<file path="src/rtl/txb_pkg.sv">
`timescale 1ns/1ps
package txb_pkg;
  typedef enum logic [2:0] {
    ST_IDLE,
    ST_READY,
    ST_START,
    ST_DATA,
    ST_STOP
  } txb_state_e;
endpackage

</file>
<file path="src/rtl/txb_rstsync.sv">
`timescale 1ns/1ps
module txb_rstsync #(
  parameter int STAGES = 2
) (
  input  logic clk,
  input  logic rst_n,
  output logic rst_int_n
);
  logic [STAGES-1:0] sync_q;

  always_ff @(posedge clk or negedge rst_n) begin
    if (!rst_n) sync_q <= '0;
    else        sync_q <= {sync_q[STAGES-2:0], 1'b1};
  end

  assign rst_int_n = sync_q[STAGES-1];
endmodule

</file>
<file path="src/rtl/txb_holdreg.sv">
`timescale 1ns/1ps
module txb_holdreg #(
  parameter int W = 8
) (
  input  logic         clk,
  input  logic         rst_n,
  input  logic         fill,
  input  logic [W-1:0] fill_data,
  input  logic         take,
  output logic [W-1:0] data_q,
  output logic         full_q
);
  logic [W-1:0] data_d;
  logic         full_d;

  always_comb begin
    data_d = data_q;
    full_d = full_q;
    if (take) begin
      full_d = 1'b0;
    end else if (fill) begin
      full_d = 1'b1;
      data_d = fill_data;
    end
  end

  always_ff @(posedge clk or negedge rst_n) begin
    if (!rst_n) begin
      data_q <= '0;
      full_q <= 1'b0;
    end else begin
      data_q <= data_d;
      full_q <= full_d;
    end
  end
endmodule

</file>
<file path="src/rtl/txb_shifter.sv">
`timescale 1ns/1ps
module txb_shifter
  import txb_pkg::*;
#(
  parameter int W = 8
) (
  input  logic         clk,
  input  logic         rst_n,
  input  logic         tx_enable,
  input  logic         baud_tick,
  input  logic         load,
  input  logic [W-1:0] load_data,
  output logic         line,
  output logic         idle,
  output logic         frame_end
);
  localparam int CW = (W > 1) ? $clog2(W) : 1;

  txb_state_e    state_q, state_d;
  logic [W-1:0]  shreg_q, shreg_d;
  logic [CW-1:0] cnt_q, cnt_d;
  logic          adv;

  always_comb begin
    state_d   = state_q;
    shreg_d   = shreg_q;
    cnt_d     = cnt_q;
    adv       = baud_tick & tx_enable;
    frame_end = (state_q == ST_STOP) & adv;
    case (state_q)
      ST_READY: if (tx_enable) state_d = ST_START;
      ST_START: if (adv) begin
        state_d = ST_DATA;
        cnt_d   = '0;
      end
      ST_DATA: if (adv) begin
        shreg_d = shreg_q >> 1;
        if (cnt_q == CW'(W-1)) state_d = ST_STOP;
        else                   cnt_d   = cnt_q + 1'b1;
      end
      ST_STOP: if (adv) state_d = ST_IDLE;
      default: ;
    endcase
    if (load) begin
      shreg_d = load_data;
      cnt_d   = '0;
      state_d = tx_enable ? ST_START : ST_READY;
    end
  end

  always_ff @(posedge clk or negedge rst_n) begin
    if (!rst_n) begin
      state_q <= ST_IDLE;
      shreg_q <= '0;
      cnt_q   <= '0;
    end else begin
      state_q <= state_d;
      shreg_q <= shreg_d;
      cnt_q   <= cnt_d;
    end
  end

  always_comb begin
    case (state_q)
      ST_START: line = 1'b0;
      ST_DATA:  line = shreg_q[0];
      default:  line = 1'b1;
    endcase
  end

  assign idle = (state_q == ST_IDLE);
endmodule

</file>
<file path="src/rtl/uart_tx_dbuf.sv">
`timescale 1ns/1ps
module uart_tx_dbuf #(
  parameter int W = 8
) (
  input  logic         clk,
  input  logic         rst_n,
  input  logic         buf_mode,
  input  logic         tx_enable,
  input  logic         baud_tick,
  input  logic         wr_valid,
  input  logic [W-1:0] wr_data,
  output logic         tx_line,
  output logic         tx_irq,
  output logic         buf_empty,
  output logic         overrun
);
  logic         rst_int_n;
  logic         hold_full, hold_fill, xfer;
  logic [W-1:0] hold_data, load_data;
  logic         sh_idle, sh_end, sh_free, direct, load;
  logic         irq_d, ovr_d;

  txb_rstsync #(.STAGES(2)) u_rst (
    .clk(clk), .rst_n(rst_n), .rst_int_n(rst_int_n)
  );

  // Buffered path: fill when empty, move on when shifter can accept.
  assign hold_fill = buf_mode & wr_valid & ~hold_full;
  assign sh_free   = sh_idle | sh_end;
  assign xfer      = buf_mode & hold_full & tx_enable & sh_free;
  // Unbuffered path: straight into an idle shifter.
  assign direct    = ~buf_mode & wr_valid & sh_idle;
  assign load      = xfer | direct;
  assign load_data = buf_mode ? hold_data : wr_data;

  txb_holdreg #(.W(W)) u_hold (
    .clk(clk), .rst_n(rst_int_n),
    .fill(hold_fill), .fill_data(wr_data), .take(xfer),
    .data_q(hold_data), .full_q(hold_full)
  );

  txb_shifter #(.W(W)) u_shift (
    .clk(clk), .rst_n(rst_int_n),
    .tx_enable(tx_enable), .baud_tick(baud_tick),
    .load(load), .load_data(load_data),
    .line(tx_line), .idle(sh_idle), .frame_end(sh_end)
  );

  always_comb begin
    irq_d = buf_mode ? xfer : sh_end;
    ovr_d = wr_valid & (buf_mode ? hold_full : ~sh_idle);
  end

  always_ff @(posedge clk or negedge rst_int_n) begin
    if (!rst_int_n) begin
      tx_irq  <= 1'b0;
      overrun <= 1'b0;
    end else begin
      tx_irq  <= irq_d;
      overrun <= ovr_d;
    end
  end

  assign buf_empty = ~hold_full;
endmodule

</file>
<file path="config.mk">
export PLATFORM = sky130hd
export DESIGN_NAME = uart_tx_dbuf
export DESIGN_NICKNAME = d
export VERILOG_FILES = /design/src/rtl/txb_pkg.sv /design/src/rtl/txb_rstsync.sv /design/src/rtl/txb_holdreg.sv /design/src/rtl/txb_shifter.sv /design/src/rtl/uart_tx_dbuf.sv
export SDC_FILE = /design/constraint.sdc
export NUM_CORES = 1
export LEC_CHECK = 0
export ABC_AREA = 1
export BUFFER_PORTS_ARGS = -buffer_cell sky130_fd_sc_hd__buf_4
export CAP_MARGIN = 20
export CORE_MARGIN = 2
export CORE_UTILIZATION = 35
export DETAILED_ROUTE_END_ITERATION = 7
export PLACE_DENSITY = 0.63
export SYNTH_ARGS = -nofsm -noshare
export SYNTH_HDL_FRONTEND = slang
export SYNTH_SLANG_ARGS = --single-unit
</file>
<file path="constraint.sdc">
create_clock -name clk -period 1.7 [get_ports clk]
set_input_delay 0.255 -clock clk [delete_from_list [all_inputs] [get_ports clk]]
set_output_delay 0.255 -clock clk [all_outputs]
set_load 0.05 [all_outputs]
</file>
-- Word level (Yosys, flattened, before mapping)
Cells that the tools add are included.
- bits in registers: 27
- logic and storage cells: 67
- add/subtract/negate cells: 1
- eq/ne operators: 11
- mux-type cells: 21
- bitwise gates (word level): 16
- reductions and logical operators: 10
- operator list (operator ; count):
    $mux 8 ; 4
    $mux 3 ; 9
    $ne 3x2->1 const B ; 4
    $pmux 3 s4 ; 1
    $and 1x1->1 ; 10
    $eq 3x2->1 const B ; 2
    $eq 3x3->1 const B ; 2
    $ne 3x3->1 const B ; 2
    $pmux 3 s2 ; 1
    $reduce_and 6->1 ; 1
    $reduce_bool 2->1 ; 3
    $reduce_bool 5->1 ; 1
    $mux 1 ; 4
    $not 1->1 ; 4
    $reduce_and 2->1 ; 2
    $reduce_and 4->1 ; 1
    $add 3x1->3 const B ; 1
    $eq 3x1->1 const B ; 1
    $logic_not 3->1 ; 1
    $reduce_bool 3->1 ; 1
    $mux 2 ; 1
    $or 1x1->1 ; 2
    $pmux 1 s2 ; 1

-- Longest topological paths before layout
- depth in word-level cells: 7
- mapped depth: 10
- mapped depth without buffers: 9

-- By module
Synthesis repeated with hierarchy kept, for this count alone.
- cells, all modules: 189
- area, all modules: 1511.4 um^2
- modules (own cells, without submodules) (module ; times used ; cells each ; area an instance (um^2)):
    txb_shifter ; 1 ; 105 ; 858.3
    txb_holdreg ; 1 ; 38 ; 359.1
    uart_tx_dbuf ; 1 ; 43 ; 240.2
    txb_rstsync ; 1 ; 3 ; 53.8

-- Worst setup path before layout
OpenSTA, ideal clock, no wires.
- kind: register to register
- start: register u_shift.cnt_q[0]
- end: register u_shift.cnt_q[0]
- data arrival time: 1.365 ns
- setup slack: 0.216 ns
- stages on the path, launching flop included: 7
- cells stage by stage: dfrtp_1 ha_1 ha_1 a211oi_1 nor2_2 nand2_1 o21ai_2
- longest elaborated chain between the ends: 5
- elaborated cells between the ends (all ways): 8
- RTL lines (item ; line ; text):
    start, declared ; txb_shifter.sv:21 ; logic [CW-1:0] cnt_q, cnt_d;
    start signal, assigned ; txb_shifter.sv:59 ; cnt_q <= cnt_d;
    $add 3x1->3 ; txb_shifter.sv:39 ; else cnt_d = cnt_q + 1'b1;
    $mux 3 ; txb_shifter.sv:38 ; if (cnt_q == CW'(W-1)) state_d = ST_STOP;
    $mux 3 ; txb_shifter.sv:36 ; ST_DATA: if (adv) begin
    $pmux 3 s2 ; txb_shifter.sv:30 ; case (state_q)
    $mux 3 ; txb_shifter.sv:44 ; if (load) begin
Several ways; a longest one is shown, not always the timed one. The select of a mux whose other input is x is not followed.
A chain may end at the register's enable or synchronous reset.

-- Worst setup path after layout
- start: register u_shift.state_q[0]
- end: register u_shift.state_q[2]
- longest elaborated chain between the ends: 7
- elaborated cells between the ends (all ways): 19
- RTL lines (item ; line ; text):
    start, declared ; txb_shifter.sv:19 ; txb_state_e state_q, state_d;
    start signal, assigned ; txb_shifter.sv:57 ; state_q <= state_d;
    $eq 3x3->1 ; txb_shifter.sv:29, txb_shifter.sv:30 ;
    $and 1x1->1 ; txb_shifter.sv:29 ; frame_end = (state_q == ST_STOP) & adv;
    $or 1x1->1 ; uart_tx_dbuf.sv:29 ; assign sh_free = sh_idle | sh_end;
    $and 1x1->1 ; uart_tx_dbuf.sv:30 ; assign xfer = buf_mode & hold_full & tx_enable & sh_free;
    $or 1x1->1 ; uart_tx_dbuf.sv:33 ; assign load = xfer | direct;
    $ne 3x2->1 (no line) (tied with other cells) ; - ;
    $reduce_and 6->1 (no line) ; - ;
Several ways; a longest one is shown, not always the timed one.

==> impl_metrics.ini <==
[final_layout]
final_util = 0.414
fillers = 400
num_antenna_cells = 0
final_nets = 211
syn2layout_area_growth_pct = 16.4
drive_gt1_frac = 0.186

[yosys]
syn-cell-area_sq_um = 1400
synth_seq_cells = 27
synth.net_count = 190
ys_warn_count = 0
syn-instance-count = 174
syn_area_per_cell_sq_um = 8.07
synth.distinct_cells = 23
ys_seq_area_frac = 0.481

[clock_network]
cts_max_level = 1
clock_sinks = 27
clockBufferDepth = 2
cts_tree = done
cts_root_buf = clkbuf_8
cts_resized = 0
clkTransAtPathRegs_ns = 0.09
cts_buffers = 3
clk_latency_ns = 0.28

[status]
status = complete, no violations

[timing]
max_slew_margin = 0.639
finalSetupViolCount = 0
report.final.slew_viol_count = 0
rsz0062_at_grt = no
fin_worst_skew_ns = 0.00458
setup_tns_ns = 0
final.period_utilization = 0.891
worstMarginPinSlew_ns = 0.539
fmax_mhz = 660
period_needed_ns = 1.52
hold_viol = 0

[die]
die_h_um = 67.3
start_util = 0.356
die_w_um = 67.3
core-area_sq_um = 3940
row_count = 23
die-area_sq_um = 4530
io_pins = 18

[setup_path]
slowest_delay_ns = 0.47
crit_chain = inv_2 -> nand2_4 -> a21oi_2 -> nand2_4 -> nand2_4 -> inv_1 -> nand2_1 -> nand2_1 -> nand2_1
rrSetupSlack_ns = 0.18
cp-end-kind = register
cp.arrival_ns = 1.69
critPathRequiredTime_ns = 1.87
cp.buffers_inverters = 2
rr_worst_depth = 9
worst-setup-path-type = reg2reg
critPathTopFamily = simple AND/OR/NAND/NOR gates
cp_max_fo = 10
startpoint_type = register
slowest_stage = dfrtp_1
r2r-end = u_shift.state_q[2]$_DFFE_PN0P_
r2r-start = u_shift.state_q[0]$_DFFE_PN0P_

[detailed_routing]
wire_per_inst_um = 11.3
vias = 1152
ant_nets = 0
drc = 0
drt-vias-per-instance = 4.72
drt_wl_total_um = 2760
drtPass1Iterations = 4
drtIter0Drc = 37

[placed_design]
io_buffers = 17
place_hpwl_um = 2010
place.gp.congestion = 0.854

[grt]
grt_max_degree = 26
grt_antenna_before_repair = 0
grt_pass1_wl_um = 4660
first_global_vias = 1066
grt_overflow = 0
grtUsageTotal = 0.137

[power_and_ir_drop]
irDropWorstVdd_mv = 0.658
power.total_mw = 2.40
leakage_nw = 0.853
powerDensity_nw_per_um2 = 1470

[flow_run]
drv_cap = 0

[min_path]
min_path_type = reg2async
-- per-layer routing --
layer | global-route usage | share of wire | wire length, um | vias up
met3 | 0.0217 | 0.026 | 73 | 3
met4 | 0.0612 | 0.013 | 36 | 0
met5 | 0 | 0 | 0 | -
met2 | 0.230 | 0.48 | 1330 | 18
met1 | 0.174 | 0.48 | 1320 | 527
li1 | - | - | - | 604
-- Yosys cell counts --
| master | n | share of area |
|---|---|---|
| nand2_1 | 56 | 0.15 |
| dfrtp_1 | 27 | 0.48 |
| o21ai_0 | 20 | 0.071 |
| nand3_1 | 19 | 0.068 |
| inv_1 | 16 | 0.043 |
| nand4_1 | 7 | 0.031 |
| nor2_1 | 4 | 0.011 |
| inv_2 | 3 | 0.0080 |
| nand2_4 | 3 | 0.024 |
| nor2_2 | 3 | 0.013 |
| buf_6 | 2 | 0.016 |
| clkbuf_1 | 2 | 0.0053 |
| ha_1 | 2 | 0.018 |
| a211oi_1 | 1 | 0.0053 |
| a21boi_0 | 1 | 0.0053 |
| a21oi_2 | 1 | 0.0062 |
| buf_4 | 1 | 0.0053 |
| conb_1 | 1 | 0.0027 |
| nand3_4 | 1 | 0.012 |
| nor2_4 | 1 | 0.0080 |
| nor3_1 | 1 | 0.0036 |
| o211ai_1 | 1 | 0.0053 |
| o21ai_2 | 1 | 0.0062 |
-- per-stage QoR --
step                      hold WS, ns  instance area, sq um  worst slack (ns)  instances
after floorplan               -0.0406                  1400             0.216        174
after global placement         0.0379                  1580             0.190        239
after global routing            0.260                  1630            0.0413        244
after detailed placement       0.0400                  1580             0.204        239
final                           0.236                  1630             0.185        244
after CTS                       0.249                  1630             0.182        244
-- state kept, by name (all words and copies together) (netlist names) --
signal	cells
u_hold.full_q	1
overrun	1
u_shift.cnt_q	3
u_shift.state_q	3
tx_irq	1
u_rst.sync_q	2
u_shift.shreg_q	8
u_hold.data_q	8
-- logic make-up after synthesis --
group                      after synthesis  synth area share
buffers and inverters                   24            0.0775
other                                    1           0.00267
adders and majority gates                2            0.0178
DFF                                     27             0.481
and+or+nand+nor                         95             0.321
AOI/OAI and AO/OA                       25            0.0998
-- placed cells by master (no fill, tap or decap) --
cell type,synthesis,final
ha_1,2,2
a211oi_1,1,1
nand3_1,19,19
o211ai_1,1,1
dfrtp_1,27,27
nand4_1,7,7
nor3_1,1,1
nor2_4,1,1
a21boi_0,1,1
nor2_2,3,3
clkbuf_8,0,3
o21ai_0,20,20
conb_1,1,1
buf_4,1,20
nand2_4,3,3
nor2_1,4,4
inv_1,16,16
nand2_1,56,56
inv_2,3,3
o21ai_2,1,1
clkbuf_1,2,1
nand3_4,1,1
a21oi_2,1,1
dlygate4sd3_1,0,1
-- final cells by class --
cell class,instances,area (sq um),area share
Multi-Input combinational cell,123,619,0.379
Timing Repair Buffer,21,160,0.0980
Inverter,19,71.3,0.0436
Sequential cell,27,676,0.413
Tap cell,50,62.6,0.0383
Clock buffer,4,45.0,0.0276
-- power breakdown --
part | switching [mW] | internal (mW)
Combinational | 0.642 | 0.355
Clock | 0.198 | 0.168
Sequential | 0.165 | 0.873
Total | 1.01 | 1.40
-- what timing repair did --
action / in CTS / in global routing
hold buffers: 1 / 0
buffers inserted: 0 / 0
hold endpoints to repair: 2 / 0
-- worst max path at each step --
stage / to / start / cells past startpoint / slack, ns
global placement: u_shift.state_q[2]$_DFFE_PN0P_ / u_shift.state_q[0]$_DFFE_PN0P_ / 9 / 0.19
finish: u_shift.state_q[2]$_DFFE_PN0P_ / u_shift.state_q[0]$_DFFE_PN0P_ / 9 / 0.18
global route: u_shift.state_q[2]$_DFFE_PN0P_ / u_shift.state_q[1]$_DFFE_PN0P_ / 9 / 0.04
detailed placement: u_shift.cnt_q[0]$_DFFE_PN0P_ / u_shift.cnt_q[0]$_DFFE_PN0P_ / 7 / 0.20
CTS: u_shift.shreg_q[4]$_DFFE_PN0P_ / u_shift.state_q[1]$_DFFE_PN0P_ / 8 / 0.18
floorplan: u_shift.cnt_q[0]$_DFFE_PN0P_ / u_shift.cnt_q[0]$_DFFE_PN0P_ / 6 / 0.22
Note: power is estimated with default switching activity, not from simulation.
